==> src/rtl/vsb_pkg.sv <==
package vsb_pkg;

   // Controller modes; the first five describe the setpoint path, the last
   // two are the latch states of each bistable.
   typedef enum logic [2:0] {
      M_FOLLOW  = 3'd0,
      M_FLOOR   = 3'd1,
      M_MAXRATE = 3'd2,
      M_UPDATE  = 3'd3,
      M_CEILING = 3'd4,
      M_TRIP    = 3'd5,
      M_UNTRIP  = 3'd6
   } vsb_mode_e;

   // Setpoint multiplexer select codes.
   typedef enum logic [1:0] {
      SEL_STEP  = 2'b00,
      SEL_RISE  = 2'b01,
      SEL_FLOOR = 2'b10,
      SEL_CEIL  = 2'b11
   } vsb_sel_e;

endpackage

==> src/rtl/vsb_sp_ctrl.sv <==
module vsb_sp_ctrl
   import vsb_pkg::*;
(
   input  logic      clk,
   input  logic      rst,
   input  logic      fast_rise,
   input  logic      step_hi,
   input  logic      step_lo,
   input  logic      rise_hi,
   input  logic      rise_lo,
   output logic      ld,
   output vsb_sel_e  sel,
   output vsb_mode_e mode
);

   logic      fr_q;
   logic      fr_edge;
   logic      cand_hi;
   logic      cand_lo;
   vsb_mode_e mode_nxt;

   assign fr_edge = fast_rise & ~fr_q;
   assign cand_hi = fr_edge ? step_hi : rise_hi;
   assign cand_lo = fr_edge ? step_lo : rise_lo;

   always_comb begin
      ld       = 1'b1;
      sel      = SEL_RISE;
      mode_nxt = M_FOLLOW;
      if (fast_rise && !fr_edge) begin
         ld       = 1'b0;
         sel      = SEL_STEP;
         mode_nxt = M_UPDATE;
      end else if (cand_hi) begin
         sel      = SEL_CEIL;
         mode_nxt = M_CEILING;
      end else if (cand_lo) begin
         sel      = SEL_FLOOR;
         mode_nxt = M_FLOOR;
      end else if (fr_edge) begin
         sel      = SEL_STEP;
         mode_nxt = M_MAXRATE;
      end
   end

   always_ff @(posedge clk) begin
      if (rst) begin
         fr_q <= 1'b0;
         mode <= M_FOLLOW;
      end else begin
         fr_q <= fast_rise;
         mode <= mode_nxt;
      end
   end

endmodule

==> src/rtl/vsb_setpoint_path.sv <==
module vsb_setpoint_path
   import vsb_pkg::*;
#(
   parameter int W      = 12,
   parameter int RISE_C = 150,
   parameter int STEP_C = 110,
   parameter int PRE_C  = 60
) (
   input  logic         clk,
   input  logic         rst,
   input  logic [W-1:0] power,
   input  logic [W-1:0] sp_floor,
   input  logic [W-1:0] sp_ceil,
   input  logic         ld,
   input  vsb_sel_e     sel,
   output logic         step_hi,
   output logic         step_lo,
   output logic         rise_hi,
   output logic         rise_lo,
   output logic [W-1:0] trip_sp,
   output logic [W-1:0] pre_sp
);

   localparam int WX = W + 1;
   localparam int NC = 2;

   logic [WX-1:0] cand [NC];
   logic [NC-1:0] hi;
   logic [NC-1:0] lo;
   logic [W-1:0]  sp_mux;
   logic [W-1:0]  sp_nxt;

   function automatic logic [W-1:0] pre_of(input logic [W-1:0] sp);
      if (sp > W'(PRE_C)) pre_of = sp - W'(PRE_C);
      else                pre_of = '0;
   endfunction

   assign cand[0] = {1'b0, trip_sp} + WX'(STEP_C);
   assign cand[1] = {1'b0, power}   + WX'(RISE_C);

   for (genvar g = 0; g < NC; g++) begin : g_cmp
      assign hi[g] = cand[g] >= {1'b0, sp_ceil};
      assign lo[g] = cand[g] <= {1'b0, sp_floor};
   end

   assign step_hi = hi[0];
   assign step_lo = lo[0];
   assign rise_hi = hi[1];
   assign rise_lo = lo[1];

   always_comb begin
      case (sel)
         SEL_STEP:  sp_mux = cand[0][W-1:0];
         SEL_RISE:  sp_mux = cand[1][W-1:0];
         SEL_FLOOR: sp_mux = sp_floor;
         default:   sp_mux = sp_ceil;
      endcase
   end

   assign sp_nxt = ld ? sp_mux : trip_sp;

   always_ff @(posedge clk) begin
      if (rst) begin
         trip_sp <= sp_floor;
         pre_sp  <= pre_of(sp_floor);
      end else begin
         trip_sp <= sp_nxt;
         pre_sp  <= pre_of(sp_nxt);
      end
   end

endmodule

==> src/rtl/vsb_bistable.sv <==
module vsb_bistable
   import vsb_pkg::*;
#(
   parameter int W = 12
) (
   input  logic         clk,
   input  logic         rst,
   input  logic [W-1:0] power,
   input  logic [W-1:0] thr,
   input  logic         arm,
   input  logic [W-1:0] ceil_lvl,
   input  logic [W-1:0] hyst,
   output logic         q
);

   vsb_mode_e st;
   vsb_mode_e st_nxt;
   logic      set_c;
   logic      clr_c;

   assign set_c = (arm && (power >= thr)) || (power >= ceil_lvl);
   assign clr_c = ({1'b0, power} + {1'b0, hyst}) < {1'b0, thr};

   always_comb begin
      st_nxt = st;
      if (set_c)      st_nxt = M_TRIP;
      else if (clr_c) st_nxt = M_UNTRIP;
   end

   always_ff @(posedge clk) begin
      if (rst) st <= M_UNTRIP;
      else     st <= st_nxt;
   end

   assign q = (st == M_TRIP);

endmodule

==> src/rtl/vsb_rate_bistable.sv <==
module vsb_rate_bistable
   import vsb_pkg::*;
#(
   parameter int W        = 12,
   parameter int PCT      = 10,
   parameter int RISE_PCT = 15,
   parameter int STEP_PCT = 11,
   parameter int PRE_PCT  = 6
) (
   input  logic         clk,
   input  logic         rst,
   input  logic [W-1:0] power,
   input  logic         fast_rise,
   input  logic [W-1:0] sp_floor,
   input  logic [W-1:0] sp_ceil,
   input  logic [W-1:0] hyst,
   output logic [W-1:0] trip_sp,
   output logic [W-1:0] pre_sp,
   output logic         trip,
   output logic         pretrip
);

   localparam int RISE_C = RISE_PCT * PCT;
   localparam int STEP_C = STEP_PCT * PCT;
   localparam int PRE_C  = PRE_PCT * PCT;
   localparam int NB     = 2;

   if (W < 4) begin : g_bad_w
      $error("vsb_rate_bistable: W must be at least 4");
   end
   if (PCT < 1) begin : g_bad_pct
      $error("vsb_rate_bistable: PCT must be positive");
   end
   if (RISE_C >= (1 << W) || STEP_C >= (1 << W) || PRE_C >= (1 << W)) begin : g_bad_ofs
      $error("vsb_rate_bistable: an offset does not fit in W bits");
   end

   logic      ld;
   vsb_sel_e  sel;
   vsb_mode_e sp_mode;
   logic      step_hi;
   logic      step_lo;
   logic      rise_hi;
   logic      rise_lo;

   vsb_sp_ctrl u_ctrl (
      .clk       (clk),
      .rst       (rst),
      .fast_rise (fast_rise),
      .step_hi   (step_hi),
      .step_lo   (step_lo),
      .rise_hi   (rise_hi),
      .rise_lo   (rise_lo),
      .ld        (ld),
      .sel       (sel),
      .mode      (sp_mode)
   );

   vsb_setpoint_path #(
      .W      (W),
      .RISE_C (RISE_C),
      .STEP_C (STEP_C),
      .PRE_C  (PRE_C)
   ) u_path (
      .clk      (clk),
      .rst      (rst),
      .power    (power),
      .sp_floor (sp_floor),
      .sp_ceil  (sp_ceil),
      .ld       (ld),
      .sel      (sel),
      .step_hi  (step_hi),
      .step_lo  (step_lo),
      .rise_hi  (rise_hi),
      .rise_lo  (rise_lo),
      .trip_sp  (trip_sp),
      .pre_sp   (pre_sp)
   );

   logic [W-1:0] thr_v [NB];
   logic [NB-1:0] q_v;

   assign thr_v[0] = trip_sp;
   assign thr_v[1] = pre_sp;

   for (genvar b = 0; b < NB; b++) begin : g_bst
      vsb_bistable #(.W(W)) u_bst (
         .clk      (clk),
         .rst      (rst),
         .power    (power),
         .thr      (thr_v[b]),
         .arm      (fast_rise),
         .ceil_lvl (sp_ceil),
         .hyst     (hyst),
         .q        (q_v[b])
      );
   end

   assign trip    = q_v[0];
   assign pretrip = q_v[1];

endmodule

==> config.mk <==
export PLATFORM = sky130hd
export DESIGN_NAME = vsb_rate_bistable
export DESIGN_NICKNAME = d
export VERILOG_FILES = /design/src/rtl/vsb_pkg.sv /design/src/rtl/vsb_sp_ctrl.sv /design/src/rtl/vsb_setpoint_path.sv /design/src/rtl/vsb_bistable.sv /design/src/rtl/vsb_rate_bistable.sv
export SDC_FILE = /design/constraint.sdc
export NUM_CORES = 1
export LEC_CHECK = 0
export BUFFER_PORTS_ARGS = -buffer_cell sky130_fd_sc_hd__buf_4
export CORE_MARGIN = 8
export CORE_UTILIZATION = 45
export DETAILED_ROUTE_END_ITERATION = 6
export GPL_ROUTABILITY_DRIVEN = 0
export SETUP_SLACK_MARGIN = 0.05
export SKIP_LAST_GASP = 1
export SYNTH_ARGS = -nofsm -noshare
export SYNTH_HDL_FRONTEND = slang
export SYNTH_HIERARCHICAL = 1
export SYNTH_SLANG_ARGS = --single-unit
==> constraint.sdc <==
create_clock -name clk -period 7.65 [get_ports clk]
set_input_delay 1.9125 -clock clk [delete_from_list [all_inputs] [get_ports clk]]
set_output_delay 1.9125 -clock clk [all_outputs]
set_load 0.02 [all_outputs]
# Word-level counts from Yosys, hierarchy flattened

Cells that the tools add are included.

Register bits: 29
Input bits: 51
Output and inout bits: 26
Word-level logic and storage cells: 52

Add/sub/neg operators: 5
$lt $le $gt $ge: 11
Equality and inequality tests: 4
Mux-type cells: 16
Bitwise operators: 2
Reduce and logical (&&, ||, !) cells: 9

Operators by type and width:

| cell                                                | number |
|---|---|
| two-way mux 12 bit                                  | 5 |
| greater-or-equal comparator 12 bit                  | 3 |
| case mux 12 bit (3 select lines)                    | 1 |
| greater-or-equal comparator 13 x 12 -> 1 bit        | 2 |
| less-or-equal comparator 13 x 12 -> 1 bit           | 2 |
| < comparator 13 x 12 -> 1 bit                       | 2 |
| > comparator 12 x 6 -> 1 bit, second input constant | 2 |
| subtractor 12 x 6 -> 12 bit, second input constant  | 2 |
| two-way mux 2 bit                                   | 7 |
| adder 12 x 12 -> 13 bit                             | 1 |
| adder 12 x 7 -> 13 bit, second input constant       | 1 |
| adder 12 x 8 -> 13 bit, second input constant       | 1 |
| == test 2 x 1 -> 1 bit, second input constant       | 3 |
| nonzero test 2 bit                                  | 2 |
| logical AND 1 bit                                   | 3 |
| two-way mux 1 bit                                   | 3 |
| == test 2 bit, second input constant                | 1 |
| logical NOT 2 bit                                   | 1 |
| logical OR 1 bit                                    | 2 |
| bitwise AND 1 bit                                   | 1 |
| logical NOT 1 bit                                   | 1 |
| inverter 1 bit                                      | 1 |

# Longest topological paths before layout

Gate-level depths: netlist of the first run.

Depth after elaboration: 12
Depth in mapped cells: 27
Gate-level depth less buffers: 27

# Modules after synthesis

Netlist of the first run, hierarchy kept.

Modules (own cells, without submodules):

| module                        | instances | cells an instance | area each (um^2) | seq. area each (um^2) |
|---|---|---|---|---|
| vsb_setpoint_path             | 1         | 410               | 3,250.6          | 480.5 |
| vsb_bistable (g_bst[0].u_bst) | 1         | 186               | 1,431.4          | 40.0 |
| vsb_bistable (g_bst[1].u_bst) | 1         | 187               | 1,431.4          | 40.0 |
| vsb_sp_ctrl                   | 1         | 19                | 188.9            | 80.1 |

# Worst setup path after synthesis of the first run

OpenSTA, ideal clock, no wires.

Path kind: input-to-reg
Start point: in power[1]
End point: reg u_path.pre_sp[4]
Library setup time: 139 ps
Data arrival time: 6,169 ps
Required time: 7,511 ps
Slack: 1,342 ps
Stages: 24
Buffers on the path: 1
Path through: inv_1 > ha_1 > nand2b_1 > a21oi_1 > o21ai_0 > xnor2_1 > ha_1 > a21o_1 > a21o_1 > a211oi_1 > o21a_1 > a31oi_1 > nor3b_2 > a21oi_2 > buf_4 > mux4_2 > mux2i_1 > inv_1 > ha_1 > nor4b_4 > nand2_1 > nand2_1 > o41ai_4 > o22ai_1

Elaborated cells on any way between the ends: 17
Classes of those cells: add/sub (2); order compare (3); eq/ne (2); mux (9); reduce/logical (1)

RTL lines:

| what                                                                        | RTL line                | text |
|---|---|---|
| start: declaration                                                          | vsb_rate_bistable.sv:12 | `input logic [W-1:0] power,` |
| adder 12 x 8 -> 13 bit (*)                                                  | vsb_setpoint_path.sv:39 | `assign cand[1] = {1'b0, power} + WX'(RISE_C);` |
| greater-or-equal comparator 13 x 12 -> 1 bit (*)                            | vsb_setpoint_path.sv:42 | `assign hi[g] = cand[g] >= {1'b0, sp_ceil};` |
| via rise_hi                                                                 | vsb_rate_bistable.sv:43 | `logic rise_hi;` |
| two-way mux 1 bit (*)                                                       | vsb_sp_ctrl.sv:23       | `assign cand_hi = fr_edge ? step_hi : rise_hi;` |
| two-way mux 2 bit (*)                                                       | vsb_sp_ctrl.sv:34       | `end else if (cand_hi) begin` |
| two-way mux 2 bit (*)                                                       | vsb_sp_ctrl.sv:30       | `if (fast_rise && !fr_edge) begin` |
| via sel[0]                                                                  | vsb_rate_bistable.sv:39 | `vsb_sel_e sel;` |
| == test 2 bit (tied with other cells)                                       | vsb_setpoint_path.sv:52 | `case (sel)` |
| case mux 12 bit (3 select lines) (*)                                        | vsb_setpoint_path.sv:52 |  |
| two-way mux 12 bit (*)                                                      | vsb_setpoint_path.sv:60 | `assign sp_nxt = ld ? sp_mux : trip_sp;` |
| subtractor 12 x 6 -> 12 bit or > comparator 12 x 6 -> 1 bit (tied branches) | vsb_setpoint_path.sv:34 | `if (sp > W'(PRE_C)) pre_of = sp - W'(PRE_C);` |
| two-way mux 12 bit (*)                                                      | vsb_setpoint_path.sv:34 |  |
| two-way mux 12 bit (*)                                                      | vsb_setpoint_path.sv:63 | `if (rst) begin` |
| end signal: assignment                                                      | vsb_setpoint_path.sv:65 | `pre_sp <= pre_of(sp_floor);` |
| end signal: assignment                                                      | vsb_setpoint_path.sv:68 | `pre_sp <= pre_of(sp_nxt);` |
| end: declaration                                                            | vsb_setpoint_path.sv:21 | `output logic [W-1:0] pre_sp` |

Mark *: on every way through the listed nets, which the timed path passes. The rest lies on a longest branch.
A chain may end at the register's enable or synchronous reset.

# Final worst setup path of the first run

Start point: in power[1]
End point: reg u_path.pre_sp[2]

The elaborated chain is that of the path after synthesis.

==> flow_summary.yaml, run 1 <==
run_status:
  outcome: "finished clean"
worst_setup_path:
  worstSetupPathType: "in2reg"
  worstPathMaxFanout: 26
  rrSetupSlack_ns: 2.03
  cp.required_ns: 7.77
  worstSetupEndpointType: "register"
  cp.arrival_ns: 7.10
  reg2reg_depth: 22
  r2r-start: "u_path/trip_sp[4]"
  startpoint_type: "input port"
  reg2reg_to: "u_path/pre_sp[11]"
finish:
  post-route-util_pct: 51.8
  syn_to_final_growth_pct: 14.2
  antenna_cells: 0
  final_layout_size_suffix_gt1_share_pct: 14.4
  fin_nets: 1064
route:
  vias: 6207
  vias_per_cell: 5.93
  drt-initial-drc-count: 432
  drtPass1Iterations: 5
  routed_wl_mm: 19.9
  route.detailed.drc: 0
  wire_per_inst_um: 19.0
  ant_nets: 0
sta:
  fin_crit_ns: 6.98
  timing.final.ws_setup_ns: 0.667
  finalCritPeriodShare_pct: 91.3
  slew_headroom_pct: 40.9
  hold_viol_final: 0
  fin_tns_setup_ns: 0
  rsz0062_at_grt: "false"
  tightestPinTransition_ns: 0.885
  setup_violations: 0
  max_freq_ghz: 0.143
  finClkSkew_ns: 0.00239
  holdWs_ns: 0.475
  drv_slew: 0
grt:
  grtUsageTotal_pct: 22.1
  grt_pass1_vias: 6328
  grt_pass1_wl_mm: 31.9
  antenna_found_initial: 0
  grt_max_degree: 32
  grt-ovfl-total: 0
floorplan:
  fp.coreArea_mm2: 0.0137
  io_pins: 77
  die-area_mm2: 0.0178
  die_w_um: 133
  num_rows: 43
  initial_core_util_pct: 45.4
  dieHeight_um: 133
power:
  p_int_uw: 761
  peakVddDrop_mv: 0.0933
  power.net_switching_uw: 731
  p_sw_share_pct: 49.0
  clockPowerShare_pct: 12.8
  p_per_area_mw_per_mm2: 211
  combPwrFrac_pct: 70.3
  seqPwrFrac_pct: 17.0
  p_leak_nw: 3.56
yosys:
  synth_area_mm2: 0.00620
  avgSynthCellArea_um2: 7.82
  syn_nets: 992
  synthCells: 793
  yosysWarnings: 6
job:
  maxCapViolCount: 0
worst_hold_path:
  min_from: "g_bst[0].u_bst/st[1]"
  min_to: "g_bst[0].u_bst/st[1]"
  hold_class: "reg2reg"
  min_path_cells: 1
clock_network:
  cts.sinks: 29
  hold_buffers: 0
  cts-resized-gates: 0
  numCtsBuffers: 5
  ctsLongestPathBuffers: 2
  htree_levels: 2
  root_buffer: "clkbuf_16"
  post_cts_buffers: 0
  cts_tree: "built"
  path_clk_slew_ns: 0.05
  clk-insertion-delay-late_ns: 0.28
placed_design:
  port_buffers: 76
  hpwlAfterDp_mm: 16.7
  dp_slack_ns: 0.483
## flip-flops by register name (all words and copies together) (netlist names)
signal and cells:
u_path/pre_sp 12, u_path/trip_sp 12, g_bst.u_bst/st 4, u_ctrl/fr_q 1
## cell type report
| cell class | instances | area, um^2 |
|---|---|---|
| fillers | 1361 | 6580 |
| multi-input cells | 645 | 5150 |
| repair buffers | 79 | 593 |
| flip-flops and latches | 29 | 581 |
| inverters | 105 | 394 |
| well taps | 180 | 225 |
| clock buffers | 6 | 129 |
| clock inverters | 2 | 10.0 |
## worst max-delay path: stages
cell and delay (ns):
buf_4 0.18, inv_1 0.11, ha_1 0.24, nand2b_1 0.19, a21oi_1 0.27, o21ai_0 0.15
xnor2_1 0.33, ha_1 0.32, a21o_1 0.18, a21o_1 0.17, a211oi_1 0.31, o21a_1 0.17
a31oi_1 0.06, nor3b_2 0.20, a21oi_2 0.11, buf_4 0.26, or2_2 0.31, o311ai_0 0.53
a31o_2 0.24, nand2_1 0.10, o41ai_4 0.54, o22ai_1 0.20
## through the flow
stage,instance area (um^2),instances,power [mW]
after detailed placement,6940,1038,1.30
after global placement,6940,1038,1.27
after CTS,7080,1046,1.49
final,7080,1046,1.49
after global routing,7080,1046,1.63
after floorplan,6200,793,0.976
## per-layer routing
layer  track usage, %  part of all wire [%]  vias to the layer above
met5                0                     0                        -
met4             10.7                   4.4                        0
met3             1.88                   4.3                       62
met2             39.5                    48                      234
met1             26.0                    43                     2869
li1                 -                     -                     3042
## cells in the final DEF, fill, tap and decap left out, types with 12 or more instances in the layout
master and n:
a21o_1 31, a21oi_1 51, buf_4 79, dfxtp_1 29, ha_1 146, inv_1 103
nand2_1 51, nand2b_1 12, nand3_1 21, nand4_1 21, nor2_1 47, nor3_1 13
o21ai_0 43, o22ai_1 12, xnor2_1 34, xor2_1 12
## worst max-delay path by stage
stage          startpoint          endpoint  slack (ns)  cells after the start
2_1_floorplan    power[1]  u_path/pre_sp[4]        1.37                     24
3_3_place_gp     power[1]  u_path/pre_sp[1]        0.73                     24
3_5_place_dp     power[1]  u_path/pre_sp[2]        0.48                     24
4_1_cts          power[1]  u_path/pre_sp[2]        0.76                     24
5_1_grt          power[1]  u_path/pre_sp[0]        0.42                     24
6_report         power[1]  u_path/pre_sp[2]        0.67                     22
## power groups by stage
stage | Sequential (mW) | Clock, mW | Combinational (mW)
after global placement | 0.256 | 0 | 1.02
after global routing | 0.260 | 0.196 | 1.17
after detailed placement | 0.257 | 0 | 1.04
after CTS | 0.253 | 0.194 | 1.05
after floorplan | 0.275 | 0 | 0.701
final | 0.253 | 0.190 | 1.05
Note: power is estimated with default switching activity, not from simulation.
==> inputs of run 2 (changes only) <==
--- a/config.mk
+++ b/config.mk
@@ -7,9 +7,10 @@
 export LEC_CHECK = 0
 export BUFFER_PORTS_ARGS = -buffer_cell sky130_fd_sc_hd__buf_4
 export CORE_MARGIN = 8
-export CORE_UTILIZATION = 45
+export CORE_UTILIZATION = 61
 export DETAILED_ROUTE_END_ITERATION = 6
 export GPL_ROUTABILITY_DRIVEN = 0
+export PLACE_DENSITY = 0.83
 export SETUP_SLACK_MARGIN = 0.05
 export SKIP_LAST_GASP = 1
 export SYNTH_ARGS = -nofsm -noshare
==> run 2 against run 1 <==
Compared with the run above: critical path depth increased by 2; critical path type unchanged; maximum frequency increased by 1.8%; cell area decreased by 1.6%; die area decreased by 23%; clock power decreased by 34%; global-route usage increased by 6.5 points; non-clock buffer count unchanged.
==> flow_summary.yaml, run 2 (same netlist as run 1, synthesis figures left out) <==
finish:
  reg_top3: "u_path/pre_sp: 12 flops, u_path/trip_sp: 12 flops, g_bst.u_bst/st: 4 flops"
  syn_to_final_growth_pct: 12.4
  fin_nets: 1064
  multi_input_area_mm2: 0.00515
  mostFrequentLayoutCells: "146 x ha_1, 103 x inv_1, 79 x buf_4, 51 x a21oi_1, 51 x nand2_1"
  final-seq-area_um2: 581
  final_layout_size_suffix_gt1_share_pct: 14.4
  fill_cells: 868
  final_common_cell: "ha_1"
  antenna_cells: 0
worst_setup_path:
  startpoint_type: "input port"
  worst_path_max_delay_cell: "o41ai_4"
  cpPeakStageDelay_ns: 0.53
  cp.buffers_inverters: 3
  cp.arrival_ns: 6.99
  crit_chain: "buf_4 > inv_1 > ha_1 > nand2b_1 > a21oi_1 > o21ai_0 > xnor2_1 > ha_1 > a21o_1 > a21o_1 > a211oi_1 > o21a_1 > a31oi_1 > nor3b_2 > a21oi_2 > mux4_2 > mux2i_1 > inv_1 > ha_1 > nor4b_4 > nand2_1 > nand2_1 > o41ai_4 > o22ai_1"
  worstSetupEndpointType: "register"
  cp_common_cell: "ha_1"
  crit_family: "compound AO/OA/AOI/OAI gates"
  worstSetupPathType: "in2reg"
  cp.required_ns: 7.78
  worstPathMaxFanout: 11
clock_network:
  numCtsBuffers: 5
  path_clk_slew_ns: 0.07
  clk-insertion-delay-late_ns: 0.29
  ctsLongestPathBuffers: 2
  post_cts_buffers: 0
  htree_levels: 2
  cts-resized-gates: 0
  cts.sinks: 29
  hold_buffers: 0
  root_buffer: "clkbuf_8"
  cts_tree: "built"
grt:
  grt_pass1_wl_mm: 31.1
  antenna_found_initial: 0
  grt_max_degree: 32
  grt-ovfl-total: 0
  grtUsageTotal_pct: 28.6
  grt_pass1_vias: 6472
route:
  wire_per_inst_um: 19.5
  routed_wl_mm: 19.6
  ant_nets: 0
  drtPass1Iterations: 6
  vias: 6574
  route.detailed.drc: 0
  vias_per_cell: 6.56
  drt-initial-drc-count: 854
power:
  p_per_area_mw_per_mm2: 208
  p_leak_nw: 3.53
  peakVddDrop_mv: 0.113
sta:
  rsz0062_at_grt: "false"
  tightestPinTransition_ns: 0.871
  setup_violations: 0
  timing.final.ws_setup_ns: 0.792
  fin_tns_setup_ns: 0
  hold_viol_final: 0
  max_freq_ghz: 0.146
  slew_headroom_pct: 41.8
  finalCritPeriodShare_pct: 89.6
  finClkSkew_ns: 0.00890
  fin_crit_ns: 6.86
  drv_slew: 0
floorplan:
  fp.coreArea_mm2: 0.0101
  io_pins: 77
  dieHeight_um: 117
  initial_core_util_pct: 61.4
  die-area_mm2: 0.0136
  die_w_um: 117
  num_rows: 37
worst_hold_path:
  hold_class: "reg2reg"
job:
  maxCapViolCount: 0
placed_design:
  hpwlAfterDp_mm: 16.0
  port_buffers: 76
  dp_slack_ns: 0.625
run_status:
  outcome: "finished clean"
## run 2: cell counts in the layout (fill, tap and decap cells not counted)
No cell type changed its count.
## run 2: final cells by class
cell class	instances	share of cell area, %
clock buffer	6	1.04
clock inverter	2	0.144
inverter	105	5.65
multi-input combinational	645	73.9
sequential	29	8.33
tap	136	2.44
timing repair buffer	79	8.51
## run 2: power breakdown
part | leakage, nW | total [mW] | switching [mW] | internal (mW)
Sequential | 0.244 | 0.254 | 0.0596 | 0.194
Clock | 0.0450 | 0.125 | 0.0623 | 0.0629
Combinational | 3.24 | 1.07 | 0.619 | 0.451
Total | 3.53 | 1.45 | 0.741 | 0.708
## run 2: final timing paths
path / to / startpoint / cells after the start / slack, ns
worst min-delay path: g_bst[0].u_bst/st[1] / g_bst[0].u_bst/st[1] / 1 / 0.47
worst max-delay path: u_path/pre_sp[0] / power[1] / 24 / 0.79
worst max register to register: u_path/pre_sp[0] / u_path/trip_sp[4] / 24 / 1.99
worst min register to register: g_bst[0].u_bst/st[1] / g_bst[0].u_bst/st[1] / 1 / 0.47
## run 2: metal layers
metal / up-vias / part of all wire [%] / track usage [%]
li1: 3045 / - / -
met2: 413 / 48 / 51.6
met3: 101 / 8.4 / 3.80
met5: - / 0 / 0
met1: 3015 / 39 / 32.6
met4: 0 / 4.4 / 13.9
## run 2: stage by stage
| step | cells | hold WS (ns) | total power, mW | utilization [%] | area [um^2] |
|---|---|---|---|---|---|
| 2_1_floorplan | 793 | 0.442 | 0.976 | - | 6200 |
| 3_3_place_gp | 994 | 0.449 | 1.24 | 68.2 | 6890 |
| 3_5_place_dp | 994 | 0.459 | 1.29 | 68.2 | 6890 |
| 4_1_cts | 1002 | 0.475 | 1.42 | 69.1 | 6970 |
| 5_1_grt | 1002 | 0.502 | 1.56 | 69.1 | 6970 |
| 6_report | 1002 | 0.471 | 1.45 | 69.1 | 6970 |
==> inputs of run 3 (changes only) <==
--- a/config.mk
+++ b/config.mk
@@ -10,7 +10,7 @@
 export CORE_UTILIZATION = 61
 export DETAILED_ROUTE_END_ITERATION = 6
 export GPL_ROUTABILITY_DRIVEN = 0
-export PLACE_DENSITY = 0.83
+export PLACE_DENSITY = 0.93
 export SETUP_SLACK_MARGIN = 0.05
 export SKIP_LAST_GASP = 1
 export SYNTH_ARGS = -nofsm -noshare
==> run 3 against run 2 <==
Compared with the run above: worst hold slack is essentially flat; utilization grew 0.37 points; clock-buffer cell count is the same; combinational power is essentially flat; sequential power is essentially flat; maximum frequency shrank 1.8%; critical path type unchanged; critical endpoint is now u_path/pre_sp[5]; largest power group unchanged.
==> flow_summary.yaml, run 3 (same netlist as run 1, synthesis figures left out) <==
route:
  drtPass1Iterations: 7
  ant_nets: 0
  route.detailed.drc: 0
  routed_wl_mm: 18.7
  vias: 6473
  vias_per_cell: 6.46
  drt-initial-drc-count: 674
  wire_per_inst_um: 18.7
worst_setup_path:
  worstPathMaxFanout: 13
  reg2reg_depth: 25
  worstSetupPathType: "in2reg"
  cpPeakStageDelay_ns: 0.55
  startpoint_type: "input port"
  cp.required_ns: 7.79
  r2r-start: "u_path/trip_sp[4]"
  worstSetupEndpointType: "register"
  cp.arrival_ns: 7.12
  worst_path_max_delay_cell: "o41ai_4"
  cp-startpoint: "power[1]"
  cp_common_cell: "ha_1"
  reg2reg_to: "u_path/pre_sp[5]"
  rrSetupSlack_ns: 1.83
  endpoint: "u_path/pre_sp[5]"
finish:
  fin_nets: 1064
  mostFrequentLayoutCells: "146 x ha_1, 103 x inv_1, 79 x buf_4, 51 x a21oi_1, 51 x nand2_1"
  reg_top3: "u_path/pre_sp: 12 flops, u_path/trip_sp: 12 flops, g_bst.u_bst/st: 4 flops"
  antenna_cells: 0
  syn_to_final_growth_pct: 13.0
  final_layout_size_suffix_gt1_share_pct: 14.5
  final_common_cell: "ha_1"
  fill_cells: 827
  instances_no_fill: 1002
  multi_input_area_mm2: 0.00515
  post-route-util_pct: 69.4
  final-seq-area_um2: 581
placed_design:
  port_buffers: 76
  placed_cells: 994
  hpwlAfterDp_mm: 15.2
floorplan:
  die_w_um: 117
  io_pins: 77
  initial_core_util_pct: 61.4
  num_rows: 37
  die-area_mm2: 0.0136
  dieHeight_um: 117
  fp.coreArea_mm2: 0.0101
grt:
  grt_pass1_wl_mm: 30.2
  grtUsageTotal_pct: 27.5
  grt_pass1_vias: 6311
  antenna_found_initial: 0
  grt_max_degree: 32
  grt-ovfl-total: 0
clock_network:
  clk-insertion-delay-late_ns: 0.29
  cts.sinks: 29
  root_buffer: "clkbuf_8"
  htree_levels: 2
  cts-resized-gates: 0
  cts_tree: "built"
  path_clk_slew_ns: 0.07
  post_cts_buffers: 0
  hold_buffers: 0
  numCtsBuffers: 5
  ctsLongestPathBuffers: 2
sta:
  drv_slew: 0
  finClkSkew_ns: 0.00529
  hold_viol_final: 0
  holdWs_ns: 0.471
  setup_violations: 0
  max_freq_ghz: 0.143
  rsz0062_at_grt: "false"
  finalCritPeriodShare_pct: 91.3
  fin_tns_setup_ns: 0
  fin_crit_ns: 6.98
  slew_headroom_pct: 42.6
  tightestPinTransition_ns: 0.858
run_status:
  outcome: "finished clean"
power:
  peakVddDrop_mv: 0.123
  p_leak_nw: 3.55
  p_per_area_mw_per_mm2: 212
worst_hold_path:
  hold_class: "reg2reg"
job:
  maxCapViolCount: 0
[run 3: final cells by class]
cell class                      instances  area share (%)
Clock inverter                          2           0.536
Multi-Input combinational cell        645            73.5
Clock buffer                            6            1.18
Inverter                              105            5.62
Timing Repair Buffer                   79            8.46
Sequential cell                        29            8.28
Tap cell                              136            2.43
[run 3: worst min path at each step]
stage	cells after the start	endpoint	from	slack [ns]
after CTS	1	g_bst[0].u_bst/st[1]	g_bst[0].u_bst/st[1]	0.47
after global placement	1	g_bst[0].u_bst/st[1]	g_bst[0].u_bst/st[1]	0.45
after floorplan	1	g_bst[0].u_bst/st[1]	g_bst[0].u_bst/st[1]	0.44
final	1	g_bst[0].u_bst/st[1]	g_bst[0].u_bst/st[1]	0.47
after global routing	1	g_bst[0].u_bst/st[1]	g_bst[0].u_bst/st[1]	0.48
after detailed placement	1	g_bst[0].u_bst/st[1]	g_bst[0].u_bst/st[1]	0.45
[run 3: power breakdown]
group          total [mW]  switching (mW)  internal (mW)  leakage (nW)
clock               0.172          0.0660          0.106        0.0574
combinational        1.06           0.608          0.449          3.24
sequential          0.253          0.0590          0.194         0.244
[run 3: metal layers]
metal / GRT usage, % / share of wire, %
met5: 0 / 0
met4: 14.9 / 5.1
met1: 32.4 / 40
met2: 47.8 / 47
met3: 3.34 / 7.3
[run 3: through the flow]
step / setup slack [ns] / instance area [um^2] / power, mW
2_1_floorplan: 1.37 / 6200 / 0.976
6_report: 0.665 / 7010 / 1.48
3_5_place_dp: 0.502 / 6890 / 1.28
5_1_grt: 0.357 / 7010 / 1.60
4_1_cts: 0.772 / 7010 / 1.46
3_3_place_gp: 0.722 / 6890 / 1.24
[run 3: critical path, delay by kind of cell]
kind / cells / cell delay (ns)
xor+xnor: 1 / 0.33
mux: 1 / 0.40
buf+inv: 3 / 0.41
fa+ha+maj: 3 / 0.79
simple gates: 6 / 0.78
compound gates: 11 / 2.48
